==> config.mk <==
export PLATFORM = sky130hd
export DESIGN_NAME = soft_cond_unit
export DESIGN_NICKNAME = d
export VERILOG_FILES = /design/src/rtl/soft_cond_pkg.sv /design/src/rtl/soft_sat.sv /design/src/rtl/soft_pow2_scaler.sv /design/src/rtl/soft_ext_weight.sv /design/src/rtl/soft_cond_unit.sv
export SDC_FILE = /design/constraint.sdc
export NUM_CORES = 1
export LEC_CHECK = 0
export BUFFER_PORTS_ARGS = -buffer_cell sky130_fd_sc_hd__buf_4
export CAP_MARGIN = 20
export CORE_MARGIN = 3
export CORE_UTILIZATION = 56
export CTS_CLUSTER_DIAMETER = 100
export CTS_CLUSTER_SIZE = 24
export DETAILED_ROUTE_END_ITERATION = 6
export PLACE_DENSITY = 0.83
export SYNTH_ARGS = -nofsm -noshare
export SYNTH_HDL_FRONTEND = slang
export SYNTH_HIERARCHICAL = 1
export SYNTH_SLANG_ARGS = --single-unit
export TNS_END_PERCENT = 1
==> constraint.sdc <==
create_clock -name clk -period 1 [get_ports clk]
set_clock_uncertainty 0.2 [all_clocks]
set_input_delay 0.2 -clock clk [delete_from_list [all_inputs] [get_ports clk]]
set_output_delay 0.2 -clock clk [all_outputs]
set_load 0.02 [all_outputs]
==> src/rtl/soft_cond_pkg.sv <==
package soft_cond_pkg;
  localparam int SOFT_W  = 6;  // internal soft word width
  localparam int FRAC_W  = 2;  // fractional bits of the soft word
  localparam int LLR_W   = 8;  // width of the component decoder soft output
  localparam int SHIFT_W = 3;  // signed reliability shift width

  typedef enum logic {PATH_EXTRINSIC = 1'b0, PATH_BYPASS = 1'b1} exch_sel_e;
endpackage

==> src/rtl/soft_sat.sv <==
module soft_sat #(
  parameter int IW = 10,
  parameter int OW = 6
) (
  input  logic signed [IW-1:0] d,
  output logic signed [OW-1:0] q
);
  generate
    if (IW > OW) begin : g_clip
      localparam logic signed [IW-1:0] HI = IW'((2 ** (OW - 1)) - 1);
      localparam logic signed [IW-1:0] LO = -HI - IW'(1);
      always_comb begin
        if (d > HI)      q = HI[OW-1:0];
        else if (d < LO) q = LO[OW-1:0];
        else             q = d[OW-1:0];
      end
    end else begin : g_ext
      assign q = OW'(d);
    end
  endgenerate
endmodule

==> src/rtl/soft_pow2_scaler.sv <==
module soft_pow2_scaler #(
  parameter int CW = 6,
  parameter int SW = 3,
  parameter int OW = 6
) (
  input  logic signed [CW-1:0] x,
  input  logic signed [SW-1:0] s,
  output logic signed [OW-1:0] y
);
  localparam int SMAX = (2 ** (SW - 1)) - 1;
  localparam int XW   = CW + SMAX + 1;

  logic signed [XW-1:0] wide;
  logic signed [XW-1:0] shifted;
  logic        [SW-1:0] ramt;
  logic        [SW-2:0] lamt;

  always_comb begin
    wide = {{(XW - CW){x[CW-1]}}, x};
    lamt = s[SW-2:0];
    ramt = SW'(~s + SW'(1));
    if (s[SW-1]) shifted = wide >>> ramt;   // factor below one: floor division
    else         shifted = wide <<< lamt;   // factor one or above
  end

  soft_sat #(.IW(XW), .OW(OW)) u_sat (.d(shifted), .q(y));
endmodule

==> src/rtl/soft_ext_weight.sv <==
module soft_ext_weight #(
  parameter int LW = 8,
  parameter int W  = 6
) (
  input  logic signed [LW-1:0] llr,
  input  logic signed [W-1:0]  sys,
  input  logic signed [W-1:0]  apri,
  output logic signed [W-1:0]  ext
);
  localparam int EW = LW + 2;

  logic signed [EW-1:0] own;
  logic signed [EW-1:0] weighted;

  always_comb begin
    own      = EW'(llr) - EW'(sys) - EW'(apri);
    weighted = own - (own >>> 2);            // 0.75 * own, floor rounding
  end

  soft_sat #(.IW(EW), .OW(W)) u_sat (.d(weighted), .q(ext));
endmodule

==> src/rtl/soft_cond_unit.sv <==
module soft_cond_unit
  import soft_cond_pkg::*;
#(
  parameter int W  = SOFT_W,
  parameter int CW = SOFT_W,
  parameter int LW = LLR_W,
  parameter int SW = SHIFT_W
) (
  input  logic                 clk,
  input  logic                 rst_n,
  input  logic                 in_valid,
  input  logic signed [CW-1:0] chan_in,
  input  logic signed [SW-1:0] lc_shift,
  input  logic signed [LW-1:0] llr_in,
  input  logic signed [W-1:0]  sys_in,
  input  logic signed [W-1:0]  apri_in,
  input  logic                 final_it,
  output logic                 out_valid,
  output logic signed [W-1:0]  chan_out,
  output logic signed [LW-1:0] exch_out
);
  localparam logic signed [LW-1:0] EXT_HI = LW'((2 ** (W - 1)) - 1);
  localparam logic signed [LW-1:0] EXT_LO = -EXT_HI - LW'(1);

  logic signed [W-1:0]  chan_w;
  logic signed [W-1:0]  ext_w;
  exch_sel_e            sel;
  logic signed [LW-1:0] exch_d;
  logic                 final_q;

  soft_pow2_scaler #(.CW(CW), .SW(SW), .OW(W)) u_chan (
    .x(chan_in), .s(lc_shift), .y(chan_w)
  );

  soft_ext_weight #(.LW(LW), .W(W)) u_ext (
    .llr(llr_in), .sys(sys_in), .apri(apri_in), .ext(ext_w)
  );

  always_comb begin
    sel = final_it ? PATH_BYPASS : PATH_EXTRINSIC;
    if (sel == PATH_BYPASS) exch_d = llr_in;
    else                    exch_d = LW'(ext_w);
  end

  always_ff @(posedge clk or negedge rst_n) begin
    if (!rst_n) begin
      out_valid <= 1'b0;
      chan_out  <= '0;
      exch_out  <= '0;
      final_q   <= 1'b0;
    end else begin
      out_valid <= in_valid;
      if (in_valid) begin
        chan_out <= chan_w;
        exch_out <= exch_d;
        final_q  <= final_it;
      end
    end
  end

  a_r2_valid_delay: assert property (@(posedge clk) disable iff (!rst_n)
    out_valid == $past(in_valid));

  a_r10_hold: assert property (@(posedge clk) disable iff (!rst_n)
    !in_valid |=> ($stable(chan_out) && $stable(exch_out)));

  a_r5_sign_kept: assert property (@(posedge clk) disable iff (!rst_n)
    in_valid |=> (chan_out[W-1] == $past(chan_in[CW-1])));

  a_r9_bypass: assert property (@(posedge clk) disable iff (!rst_n)
    (in_valid && final_it) |=> (exch_out == $past(llr_in)));

  a_r8_ext_range: assert property (@(posedge clk) disable iff (!rst_n)
    (out_valid && !final_q) |-> (exch_out <= EXT_HI && exch_out >= EXT_LO));
endmodule

==> metrics.cfg, run 1 <==
[global_routing]
antenna_found_initial=0
grt_use_total_pct=38.4
grt_max_degree=16
grt_overflow=0
first_global_vias=3030
grt_pass1_wl_um=15400

[routing]
wl_met3_um=1540
dr.pass1.iters=7
wl_met2_um=5280
drtIter0Drc=539
top_layer=met4
drt_wl_total_um=12000
viasPerCell=7.29
num_vias=3275
antenna_left=0
drcViolationCount=12
wire_per_inst_um=26.8
wl_met1_um=3860

[cts]
root_buffer=clkbuf_8
path_clk_slew_ps=80
clock_latency_ps=280
cts_tree=yes
clock_path_buffers=2
cts_sinks=15
cts_inserted_buffers=3
cts_max_level=1

[pwr]
pwr_density_cell_nw_per_um2=2970
p_leak_nw=1.79
vdd_drop_max_uv=1960

[finish]
syn2layout_area_growth_pct=53.6
layout.cells.non_filler=449
nets=460
fin_area_sq_um=3750
drive_gt1_share_pct=49.9
diodes=0
nFillCells=147

[run_status]
status=finished with violations
failed_checks=design-rule violations, negative setup slack

[timing]
hold_viol_final=0
post-route-period-util_pct=449
slew_headroom_pct=65.4
tns_ps=-34810
rsz0062_at_grt=true
min_period_ps=4490
tightestPinTransition_ps=517
max_freq_ghz=0.223
maxSlewViolCount=0
setup_violations=28
layout_setup_ws_ps=-3490

[yosys]
yosysSeqAreaShare_pct=15.4
synth_cell_type_count=61
syn-num-nets=343
synth_enable_flop_cells=0
synth_seq_cells=15
synthArstFlopShare_pct=100
synth_warnings=6
synth_ff_type=dfrtp_1
syn_area_sq_um=2440
syn_area_per_cell_sq_um=8.63
synth_cells=283

[setup_path]
endpoint=exch_out[2]$_DFFE_PN0P_
crit_fanout=4
cp_data_arrival_time_ps=4440
startpoint_type=primary input
r2r-end=chan_out[4]$_DFFE_PN0P_
cp_num_cells=20
worstReg2RegStart=chan_out[4]$_DFFE_PN0P_
reg2reg_slack_ps=-30
critPathRequiredTime_ps=950
end_kind=flop
crit_family=compound AO/OA/AOI/OAI gates
critical_path.slowest_cell=fa_1
cp-startpoint=sys_in[0]
reg2regPathDepth=1
path_buf_inv=3
crit_chain=buf_4 -> inv_1 -> fa_1 -> ha_1 -> a21oi_1 -> nor2_1 -> o31a_1 -> o21ai_1 -> nand2b_1 -> a2111oi_4 -> a21oi_2 -> ha_1 -> and2b_2 -> a221oi_4 -> o311ai_4 -> buf_4 -> nor2_1 -> a221oi_1 -> mux2i_1 -> a21oi_1
max_stage_delay_ps=420
crit_type=in -> reg

[floorplanning]
ios=48
die_h_um=72.1
core_area_sq_um=4120
rows=23
initial_utilization_pct=59.4
dieArea_sq_um=5190
die_width_um=72.1

[placed_design]
routabilityCongestion=0.849
placed_cells=442
io_buffers=47
preCtsSetupSlack_ps=-3430
dpl.hpwl_um=5890
placed_cell_area_sq_um=3400

[hold_path]
hold_path.class=in -> reg
holdCritStartpoint=in_valid

[flow_run]
max-cap-violations=0

## placed cells by master (no fill, tap or decap), types with 3 or more instances in the layout
cell type	instances
o21ai_0	10
nand2b_1	4
nand2_1	5
fa_1	7
a221oi_1	6
ha_4	4
nand3_1	3
mux2_4	5
inv_1	27
and2b_1	3
nand4_1	11
dfrtp_1	15
buf_6	17
mux2_2	7
a221oi_2	5
nand3b_1	3
o21ai_2	3
nor2_1	30
ha_1	12
clkbuf_8	3
a21oi_2	8
buf_4	107
a21oi_1	12
nor3_2	3
o31ai_2	3
xnor2_1	5
mux2i_1	14
a21o_1	7
## through the flow
| step | utilization [%] | total power [mW] | hold slack [ps] |
|---|---|---|---|
| after floorplan | - | 5.44 | -296 |
| after global routing | 91.2 | 11.4 | 107 |
| final | 91.2 | 11.1 | 96.9 |
| after CTS | 88.3 | 9.31 | 111 |
| after detailed placement | 82.7 | 7.92 | -138 |
| after global placement | 82.7 | 7.54 | -143 |
## worst min path at each step
stage / slack (ps) / depth (start not counted) / endpoint
after floorplan: -300 / 0 / chan_out[0]$_DFFE_PN0P_
after global placement: -140 / 1 / chan_out[0]$_DFFE_PN0P_
after detailed placement: -140 / 1 / chan_out[1]$_DFFE_PN0P_
after CTS: 110 / 2 / chan_out[2]$_DFFE_PN0P_
after global routing: 110 / 2 / chan_out[0]$_DFFE_PN0P_
final: 100 / 2 / chan_out[2]$_DFFE_PN0P_
## cells by family (layout without fill, tap and decap cells)
group	after synthesis	in the layout	share of synthesized area, %
adder cells (fa/ha/maj)	27	27	16.6
XOR/XNOR	11	11	3.94
AO/OA/AOI/OAI	75	75	22.1
buffers and inverters	42	158	8.96
multiplexers	27	27	13.0
AND/OR/NAND/NOR	86	86	20.1
flip-flops	15	15	15.4
## cells in the mapped netlist, drive strengths merged, types with 3 or more instances
cell type   n  area, sq um
a21o        7         52.6
a21oi      20          104
a221oi     13          114
and2        3         18.8
and2b       7         58.8
buf         9         95.1
clkbuf      4         15.0
dfrtp      15          375
fa          9          180
ha         18          225
inv        29          109
mux2       12          154
mux2i      14          140
nand2       5         18.8
nand2b      4         25.0
nand3       3         15.0
nand3b      3         22.5
nand4      11         68.8
nor2       32          120
nor2b       4         35.0
nor3        6         45.0
o21ai      15         75.1
o31a        4         45.1
o31ai       3         27.5
xnor2       8         70.1
xor2        3         26.3
## power by group
part / leakage (nW) / switching, mW / internal [mW]
registers: 0.175 / 0.177 / 0.793
logic: 1.59 / 5.32 / 4.27
clock network: 0.0255 / 0.304 / 0.280
## layer usage
layer  track usage [%]  up-vias
met5                 0        -
met4              25.3        0
met3              9.00      148
met2              65.1      360
met1              42.7     1505
li1                  -     1262
## flip-flops by register name, summed over array words and instances, names as in the netlist
name and flops:
exch_out 8, out_valid 1, chan_out 6
## cell type report
cell class	count	area, sq um	area share, %
repair buffers	125	1000	26.8
inverters	29	109	2.90
well taps	50	62.6	1.67
multi-input cells	226	2150	57.4
clock buffers	3	41.3	1.10
clock inverters	1	5.00	0.133
flip-flops and latches	15	375	10.0
## what timing repair did
item,CTS,global route
hold buffers,1,0
resized for setup,34,21
setup endpoints to repair,28,28
hold endpoints to repair,15,0
buffers inserted,2,0
pin swaps,15,7
Power figures use the tool's default switching activity.
==> run 2: changes to the inputs <==
--- a/config.mk
+++ b/config.mk
@@ -5,6 +5,7 @@
 export SDC_FILE = /design/constraint.sdc
 export NUM_CORES = 1
 export LEC_CHECK = 0
+export ABC_AREA = 1
 export BUFFER_PORTS_ARGS = -buffer_cell sky130_fd_sc_hd__buf_4
 export CAP_MARGIN = 20
 export CORE_MARGIN = 3
==> run 2 against run 1 <==
The flow finishes with violations (negative setup slack). Flip-flop and latch count stayed put. Routed wire length is 19% lower. Final cell count is 24% higher. Via count is 1.3% lower. Total power is 12% lower. Critical endpoint unchanged. Largest power group unchanged. Highest routed layer unchanged.
==> metrics.cfg, run 2 <==
[setup_path]
critical_path.slowest_cell=fa_1
startpoint_type=primary input
reg2regPathDepth=2  ; +1
crit_type=in -> reg
max_stage_delay_ps=580  ; +160 ps
crit_fanout=6  ; +2
end_kind=flop
cp_data_arrival_time_ps=3850  ; -590 ps
crit_chain=buf_6 -> fa_1 -> ha_4 -> buf_4 -> xnor2_1 -> ha_2 -> inv_1 -> fa_1 -> a21o_1 -> nand2_1 -> nand2_2 -> nand2_2 -> nand2_1 -> xnor2_2 -> nand2_2 -> o21ai_4 -> nand2_1 -> nand2_1 -> inv_1 -> nand2_2 -> nand3_2 -> nand2_2
critPathRequiredTime_ps=1000  ; +50 ps
crit_top_cell=nand2_2

[floorplanning]
core_area_sq_um=4030  ; -2.1%
die_width_um=71.1  ; -1.4%
initial_utilization_pct=58.8  ; -0.56 points
ios=48  ; unchanged
die_h_um=71.1  ; -1.4%
dieArea_sq_um=5050  ; -2.8%
rows=23  ; unchanged

[finish]
largest_register_ffs=8  ; unchanged
diodes=0  ; unchanged
layout_commonest_cell=nand2_1
largest-register=exch_out
syn2layout_area_growth_pct=57.1
reg_top3=exch_out: 8 flops, chan_out: 6 flops, out_valid: 1 flops
layout.cells.non_filler=558  ; +24%
mostFrequentLayoutCells=159 x nand2_1, 99 x buf_4, 52 x inv_1, 22 x nand3_1, 20 x nand2_2
nets=569  ; +24%
drive_gt1_share_pct=41.5  ; -8.3 points

[yosys]
synth_enable_flop_cells=0  ; unchanged
synth_cell_type_count=35  ; -43%
ys_top_cells_by_count=175 x nand2_1, 60 x inv_1, 26 x nand3_1, 18 x ha_1, 15 x dfrtp_1
syn-num-nets=450  ; +31%
syn_area_sq_um=2370  ; -3.0%
synth_ff_type=dfrtp_1
synth_most_common_cell=nand2_1
synth-compound-area-share_pct=7.92  ; -14 points
yosysSeqAreaShare_pct=15.8  ; +0.48 points
synth_top_family_by_area=simple AND/OR/NAND/NOR gates
yosys-top-cells-area=nand2_1 28%, dfrtp_1 16%, ha_1 9.5%
synthArstFlopShare_pct=100  ; unchanged
yosys.area_share.simple_pct=43.1  ; +23 points
synth_cells=390  ; +38%
synthMuxAreaShare_pct=0  ; -13 points
yosys.area_share.xor_xnor_pct=2.96  ; -0.99 points
synth_seq_cells=15  ; unchanged
yosys.area.top_type=nand2_1
synth_top_area_share_pct=27.7  ; +12 points
yosys.area_share.adder_pct=17.1  ; +0.52 points
synth_warnings=6  ; unchanged
syn_area_per_cell_sq_um=6.08  ; -30%

[routing]
drt_wl_total_um=9740  ; -19%
drtIter0Drc=383  ; -29%
wire_per_inst_um=17.5  ; -35%
num_vias=3232  ; -1.3%
drcViolationCount=0  ; -12
antenna_left=0  ; unchanged
dr.pass1.iters=5  ; -2
viasPerCell=5.79  ; -21%

[placed_design]
placed_cells=541  ; +22%
io_buffers=47  ; unchanged
routabilityCongestion=0.889  ; +4.7%
dpl.hpwl_um=5550  ; -5.8%

[pwr]
switching_power_mw=5.13  ; -11%
p_comb_share_pct=85.1  ; -1.0 points
p_int_mw=4.68  ; -12%
power_frac_clock_pct=5.5  ; +0.3 points
swShare_pct=52.3  ; +0.28 points
pwr_density_cell_nw_per_um2=2640  ; -11%
vdd_drop_max_uv=1110  ; -43%
seqPwrFrac_pct=9.4  ; +0.7 points
p_leak_nw=2.13  ; +19%

[timing]
min_period_ps=3850  ; -637 ps
tns_ps=-27630  ; +7180 ps
layout_setup_ws_ps=-2850  ; +637 ps
hold_viol_final=0  ; unchanged
rsz0062_at_grt=true
post-route-period-util_pct=385  ; -64 points
tightestPinTransition_ps=315  ; -202 ps
slew_headroom_pct=79.0  ; +14 points
setup_violations=28  ; unchanged
maxSlewViolCount=0  ; unchanged
max_freq_ghz=0.259  ; +17%

[global_routing]
grt_overflow=0  ; unchanged
grt_max_degree=16  ; unchanged
use_met3_pct=3.84  ; -5.2 points
grt_pass1_wl_um=13300  ; -14%
antenna_found_initial=0  ; unchanged
met2_usage_pct=59.2  ; -5.9 points
first_global_vias=2999  ; -1.0%
top_usage_layer=met2
grt_use_total_pct=32.3  ; -6.0 points
use_met1_pct=39.2  ; -3.6 points

[cts]
clock_path_buffers=2  ; unchanged
cts_tree=yes
root_buffer=clkbuf_8
path_clk_slew_ps=70  ; about the same
cts_max_level=1  ; unchanged
cts_sinks=15  ; unchanged
cts_inserted_buffers=3  ; unchanged
clock_latency_ps=260  ; -20 ps

[run_status]
status=finished with violations
failed_checks=negative setup slack

[hold_path]
holdPathStages=3  ; +1
hold_path.class=in -> reg

[flow_run]
max-cap-violations=0  ; unchanged

==> run 2: cell types whose count changed after synthesis, sizes merged, moves of 11 or more <==
cell and delta:
nand3 +25, a21oi -11, mux2 -12, a221oi -13, inv +38, nand2 +179, nor2 -14, mux2i -14
==> run 2: layout make-up <==
| class | count | area, sq um |
|---|---|---|
| timing repair buffer | 121 | 997 |
| fill | 163 | 307 |
| tap | 50 | 62.6 |
| sequential | 15 | 375 |
| inverter | 67 | 254 |
| clock inverter | 1 | 5.00 |
| multi-input combinational | 301 | 1990 |
| clock buffer | 3 | 41.3 |
==> run 2: per-layer routing <==
metal,part of all wire (%),vias up,routed length [um]
met5,0,-,0
met4,7.9,0,772
met3,8.5,93,827
met2,49,250,4780
met1,34,1463,3360
li1,-,1426,-
==> run 2: cell families after synthesis <==
logic type                 after synthesis
and+or+nand+nor                        239
buffers and inverters                   74
AOI/OAI and AO/OA                       27
adders and majority gates               27
DFF                                     15
xor gates and xnor gates                 8
==> run 2: critical path: cells and delay by family <==
family,cells,cell delay (ps)
adders and majority gates,4,1480
and+or+nand+nor,10,890
xor gates and xnor gates,2,500
AOI/OAI and AO/OA,2,420
buffers and inverters,4,370
==> run 2: power by group through the flow <==
stage               combinational, mW  sequential (mW)  clock, mW
floorplan                        3.85             1.07          0
global placement                 5.96            0.874          0
detailed placement               6.22            0.878          0
CTS                              6.68            0.901      0.498
global route                     8.86            0.931      0.554
finish                           8.35            0.921      0.536
==> run 2: worst paths after layout <==
check / from / endpoint / slack [ps]
min in group asynchronous: rst_n / exch_out[7]$_DFFE_PN0P_ / 140
setup / recovery: llr_in[2] / exch_out[2]$_DFFE_PN0P_ / -2850
hold reg to reg: exch_out[2]$_DFFE_PN0P_ / exch_out[2]$_DFFE_PN0P_ / 310
hold / removal: in_valid / exch_out[7]$_DFFE_PN0P_ / 60
setup reg to reg: chan_out[3]$_DFFE_PN0P_ / chan_out[3]$_DFFE_PN0P_ / 80
max in group asynchronous: rst_n / exch_out[5]$_DFFE_PN0P_ / 270
==> run 2: per-stage QoR <==
stage	power [mW]	setup WS, ps	cell area [sq um]	hold WS (ps)	utilization, %
final	9.81	-2850	3720	62.9	92.4
after global routing	10.3	-2950	3720	67.3	92.4
after CTS	8.08	-2550	3470	46.5	86.1
after detailed placement	7.10	-2850	3270	-136	81.1
after global placement	6.83	-2730	3270	-141	81.1
after floorplan	4.93	-2460	2440	-296	-
==> run 2: what timing repair did <==
action,in CTS,in global routing
hold buffers,2,0
buffers inserted,4,7
gates resized for setup,30,49
endpoints found under the hold margin,16,0
pin swaps,23,37
endpoints found under the setup margin,28,28
==> run 3: changes to the inputs <==
--- a/config.mk
+++ b/config.mk
@@ -5,7 +5,6 @@
 export SDC_FILE = /design/constraint.sdc
 export NUM_CORES = 1
 export LEC_CHECK = 0
-export ABC_AREA = 1
 export BUFFER_PORTS_ARGS = -buffer_cell sky130_fd_sc_hd__buf_4
 export CAP_MARGIN = 20
 export CORE_MARGIN = 3
@@ -16,6 +15,5 @@
 export PLACE_DENSITY = 0.83
 export SYNTH_ARGS = -nofsm -noshare
 export SYNTH_HDL_FRONTEND = slang
-export SYNTH_HIERARCHICAL = 1
 export SYNTH_SLANG_ARGS = --single-unit
 export TNS_END_PERCENT = 1
==> run 3 against run 2 <==
Area after synthesis is 6.7% higher. Synthesized cell count down 19%. The run now fails in global routing (5_1_grt).
==> metrics.cfg, run 3 <==
[floorplanning]
initial_utilization_pct=60.6  ; +1.8 points
rows=23  ; unchanged
die_h_um=73.2  ; +3.0%
ios=48  ; unchanged
die_width_um=73.2  ; +3.0%

[run_status]
error=[ERROR GRT-0232] Routing congestion too high. Check the congestion heatmap in the GUI.
lastStage=global routing (5_1_grt)
status=stopped before the end

[timing]
worst_endpoint=exch_out[1]$_DFFE_PN0P_/D
worst-ep-kind=sequential cell input

[yosys]
yosys-top-cells-area=dfrtp_1 15%, ha_1 8.9%, fa_1 7.1%
synth_ff_type=dfrtp_1
yosysSeqAreaShare_pct=14.8  ; -1.0 points
syn-num-nets=374  ; -17%
synthArstFlopShare_pct=100  ; unchanged
synth_top_area_share_pct=14.8  ; -13 points
synth_seq_cells=15  ; unchanged
syn_area_per_cell_sq_um=8.05  ; +33%
ys_top_cells_by_count=34 x a21oi_1, 31 x nor2_1, 28 x inv_1, 23 x nand2_1, 18 x ha_1
synth_warnings=0  ; -6
syn_area_sq_um=2530  ; +6.7%
synth_cell_type_count=71  ; +100%
yosys.area.top_type=dfrtp_1
synth_cells=314  ; -19%
synth_enable_flop_cells=0  ; unchanged
synth_most_common_cell=a21oi_1

[cts]
cts_inserted_buffers=3  ; unchanged
cts_sinks=15  ; unchanged
cts_max_level=1  ; unchanged
clock_path_buffers=2  ; unchanged
root_buffer=clkbuf_8

[placed_design]
placed_cell_area_sq_um=3660  ; +12%
dpl.hpwl_um=7510  ; +35%
io_buffers=47  ; unchanged
routabilityCongestion=0.988  ; +11%

[global_routing]
grt_use_total_pct=88.1
grt_overflow=326
grt_max_degree=16

==> run 3: cell count changes after synthesis, moves of 14 or more <==
cell,delta
nand3_1,-21
nor2_1,+17
inv_1,-32
a21oi_1,+25
nand2_1,-152
o21ai_0,+14
==> run 3: cells by family after synthesis <==
family	Yosys count	share of synthesized area, %
AOI/OAI and AO/OA	106	30.1
and+or+nand+nor	95	19.2
buffers and inverters	43	7.82
adders and majority gates	28	16.5
xor gates and xnor gates	16	6.14
DFF	15	14.8
muxes	11	5.39
==> run 3: metrics by stage <==
| stage | setup TNS (ps) | worst slack (ps) | instances | util [%] |
|---|---|---|---|---|
| floorplan | -27990 | -2930 | 314 | - |
| global placement | -29760 | -3200 | 488 | 87.8 |
| detailed placement | -31810 | -3430 | 488 | 87.8 |
| CTS | -29150 | -2890 | 497 | 94.9 |
==> run 3: timing repair <==
item	4_1_cts
setup endpoints to repair	28
pin swaps	16
gates resized for setup	45
endpoints found under the hold margin	15
setup buffers	4
hold buffers	1
==> run 3: per-layer routing <==
layer  overflow  track usage (%)
met4        104              105
met1          4             83.5
met2        213              115
met3          5             58.3
met5          0             7.07
==> run 4: changes to the inputs <==
--- a/config.mk
+++ b/config.mk
@@ -8,11 +8,9 @@
 export BUFFER_PORTS_ARGS = -buffer_cell sky130_fd_sc_hd__buf_4
 export CAP_MARGIN = 20
 export CORE_MARGIN = 3
-export CORE_UTILIZATION = 56
-export CTS_CLUSTER_DIAMETER = 100
-export CTS_CLUSTER_SIZE = 24
+export CORE_UTILIZATION = 40
 export DETAILED_ROUTE_END_ITERATION = 6
-export PLACE_DENSITY = 0.83
+export PLACE_DENSITY_LB_ADDON = 0.15
 export SYNTH_ARGS = -nofsm -noshare
 export SYNTH_HDL_FRONTEND = slang
 export SYNTH_SLANG_ARGS = --single-unit
==> run 4 against run 3 <==
The flow now finishes, with violations (negative setup slack). Area after synthesis is the same. Synthesized cell count is the same.
==> metrics.cfg, run 4 <==
[run_status]
status=finished with violations
failed_checks=negative setup slack

[yosys]
yosys-top-cells-area=dfrtp_1 15%, ha_1 8.9%, fa_1 7.1%
synth_seq_cells=15  ; unchanged
synthArstFlopShare_pct=100  ; unchanged
synth_most_common_cell=a21oi_1
synth_cells=314  ; unchanged
yosys.area.top_type=dfrtp_1
synth_ff_type=dfrtp_1
synth_enable_flop_cells=0  ; unchanged
synth_cell_type_count=71  ; unchanged
yosysSeqAreaShare_pct=14.8  ; unchanged
syn-num-nets=374  ; unchanged
ys_top_cells_by_count=34 x a21oi_1, 31 x nor2_1, 28 x inv_1, 23 x nand2_1, 18 x ha_1
synth_top_area_share_pct=14.8  ; unchanged
syn_area_per_cell_sq_um=8.05  ; unchanged
synth_warnings=0  ; unchanged
syn_area_sq_um=2530  ; unchanged

[pwr]
total_power_mw=10.1
p_leak_nw=1.84
vdd_drop_max_uv=2220
pwr_density_cell_nw_per_um2=2520

[placed_design]
io_buffers=47  ; unchanged
placed_cells=514  ; +5.3%
dpl.hpwl_um=6410  ; -15%
placed_cell_area_sq_um=3720  ; +1.4%
routabilityCongestion=0.936  ; -5.3%

[timing]
setup_violations=28
hold_viol_final=0
max_freq_ghz=0.263
maxSlewViolCount=0
min_period_ps=3800
tns_ps=-27840
layout_setup_ws_ps=-2800
slew_headroom_pct=65.3
post-route-period-util_pct=380
tightestPinTransition_ps=517
rsz0062_at_grt=true

[floorplanning]
rows=28  ; +22%
initial_utilization_pct=42.0  ; -19 points
die_width_um=85.5  ; +17%
core_area_sq_um=6030
die_h_um=85.5  ; +17%
ios=48  ; unchanged
dieArea_sq_um=7310

[setup_path]
crit_chain=buf_4 -> inv_1 -> fa_1 -> ha_4 -> o211a_1 -> a21oi_4 -> xnor2_4 -> inv_2 -> ha_4 -> a21o_1 -> a211oi_2 -> o211ai_1 -> maj3_2 -> o21ai_4 -> mux2i_1 -> o22a_1 -> o21ai_4 -> o22ai_1
max_stage_delay_ps=580
crit_type=in -> reg
crit_fanout=6
path_buf_inv=3
end_kind=flop
crit_family=compound AO/OA/AOI/OAI gates
startpoint_type=primary input
critPathRequiredTime_ps=920
critical_path.slowest_cell=fa_1
cp_data_arrival_time_ps=3720

[global_routing]
grt_use_total_pct=21.6
grt_pass1_wl_um=13100
antenna_found_initial=0
first_global_vias=2869
grt_overflow=0
grt_max_degree=16

[cts]
clock_latency_ps=240
cts_tree=yes
cts_inserted_buffers=3  ; unchanged
clock_path_buffers=2  ; unchanged
root_buffer=clkbuf_8
path_clk_slew_ps=60
cts_sinks=15  ; unchanged
cts_max_level=1  ; unchanged

[finish]
layout_commonest_cell=buf_4
diodes=0
largest-register=exch_out
mostFrequentLayoutCells=126 x buf_4, 30 x a21oi_1, 28 x nor2_1, 24 x inv_1, 23 x nand2_1
reg_top3=exch_out: 8 flops, chan_out: 6 flops, out_valid: 1 flops
nFillCells=505
drive_gt1_share_pct=46.9
syn2layout_area_growth_pct=58.5
layout.cells.non_filler=525
nets=511
fin_area_sq_um=4010
utilization_pct=66.5
largest_register_ffs=8

[routing]
drcViolationCount=0
viasPerCell=5.41
wire_per_inst_um=14.7
antenna_left=0
drtIter0Drc=123
drt_wl_total_um=7700
num_vias=2840
dr.pass1.iters=4

[hold_path]
hold_path.class=in -> reg

[flow_run]
max-cap-violations=0

==> run 4: timing repair <==
item                                   in CTS  in global routing
setup endpoints to repair                  28                 28
setup buffers                               5                  0
resized for setup                          41                  1
pin swaps                                  16                  2
endpoints found under the hold margin      16                  0
gates cloned                                0                  0
hold buffers                                2                  0
==> run 4: cell type report <==
type	count	area (sq um)	area share (%)
Multi-Input combinational cell	256	2200	55.0
Clock inverter	1	5.00	0.125
Sequential cell	15	375	9.36
Tap cell	75	93.8	2.34
Clock buffer	3	41.3	1.03
Inverter	30	123	3.06
Timing Repair Buffer	145	1170	29.1
==> run 4: cells by family (layout without fill, tap and decap cells) <==
group	after synthesis	in the layout	synth area share, %
and+or+nand+nor	95	95	19.2
buffers and inverters	43	179	7.82
DFF	15	15	14.8
AOI/OAI and AO/OA	106	106	30.1
adders and majority gates	28	28	16.5
muxes	11	11	5.39
xor gates and xnor gates	16	16	6.14
==> run 4: path summary, 6_finish.rpt <==
check,startpoint,endpoint,slack (ps),depth (start not counted)
max in group asynchronous,rst_n,chan_out[2]$_DFFE_PN0P_,290,2
worst max register to register,chan_out[5]$_DFFE_PN0P_,chan_out[5]$_DFFE_PN0P_,40,1
worst min-delay path,chan_in[5],chan_out[5]$_DFFE_PN0P_,30,2
worst max-delay path,sys_in[2],exch_out[0]$_DFFE_PN0P_,-2800,18
min in group asynchronous,rst_n,exch_out[6]$_DFFE_PN0P_,140,2
worst min register to register,chan_out[5]$_DFFE_PN0P_,chan_out[5]$_DFFE_PN0P_,350,1
==> run 4: layer usage <==
metal	global-route usage (%)	wire (um)
met1	29.0	3490
met2	36.7	3660
met3	3.75	488
met4	4.03	61
met5	0	0
==> run 4: report_power, final <==
group          leakage (nW)  internal (mW)  switching [mW]  total, mW
combinational          1.65           4.48            4.22       8.70
clock                0.0255          0.275           0.205      0.480
sequential            0.172          0.784           0.128      0.912
total                  1.84           5.53            4.56       10.1
==> run 4: through the flow <==
stage / hold slack [ps] / setup slack, ps
after global placement: -135 / -3200
after floorplan: -296 / -2930
after CTS: 29.3 / -2750
after detailed placement: -133 / -3270
final: 30.9 / -2800
after global routing: 35.9 / -2970
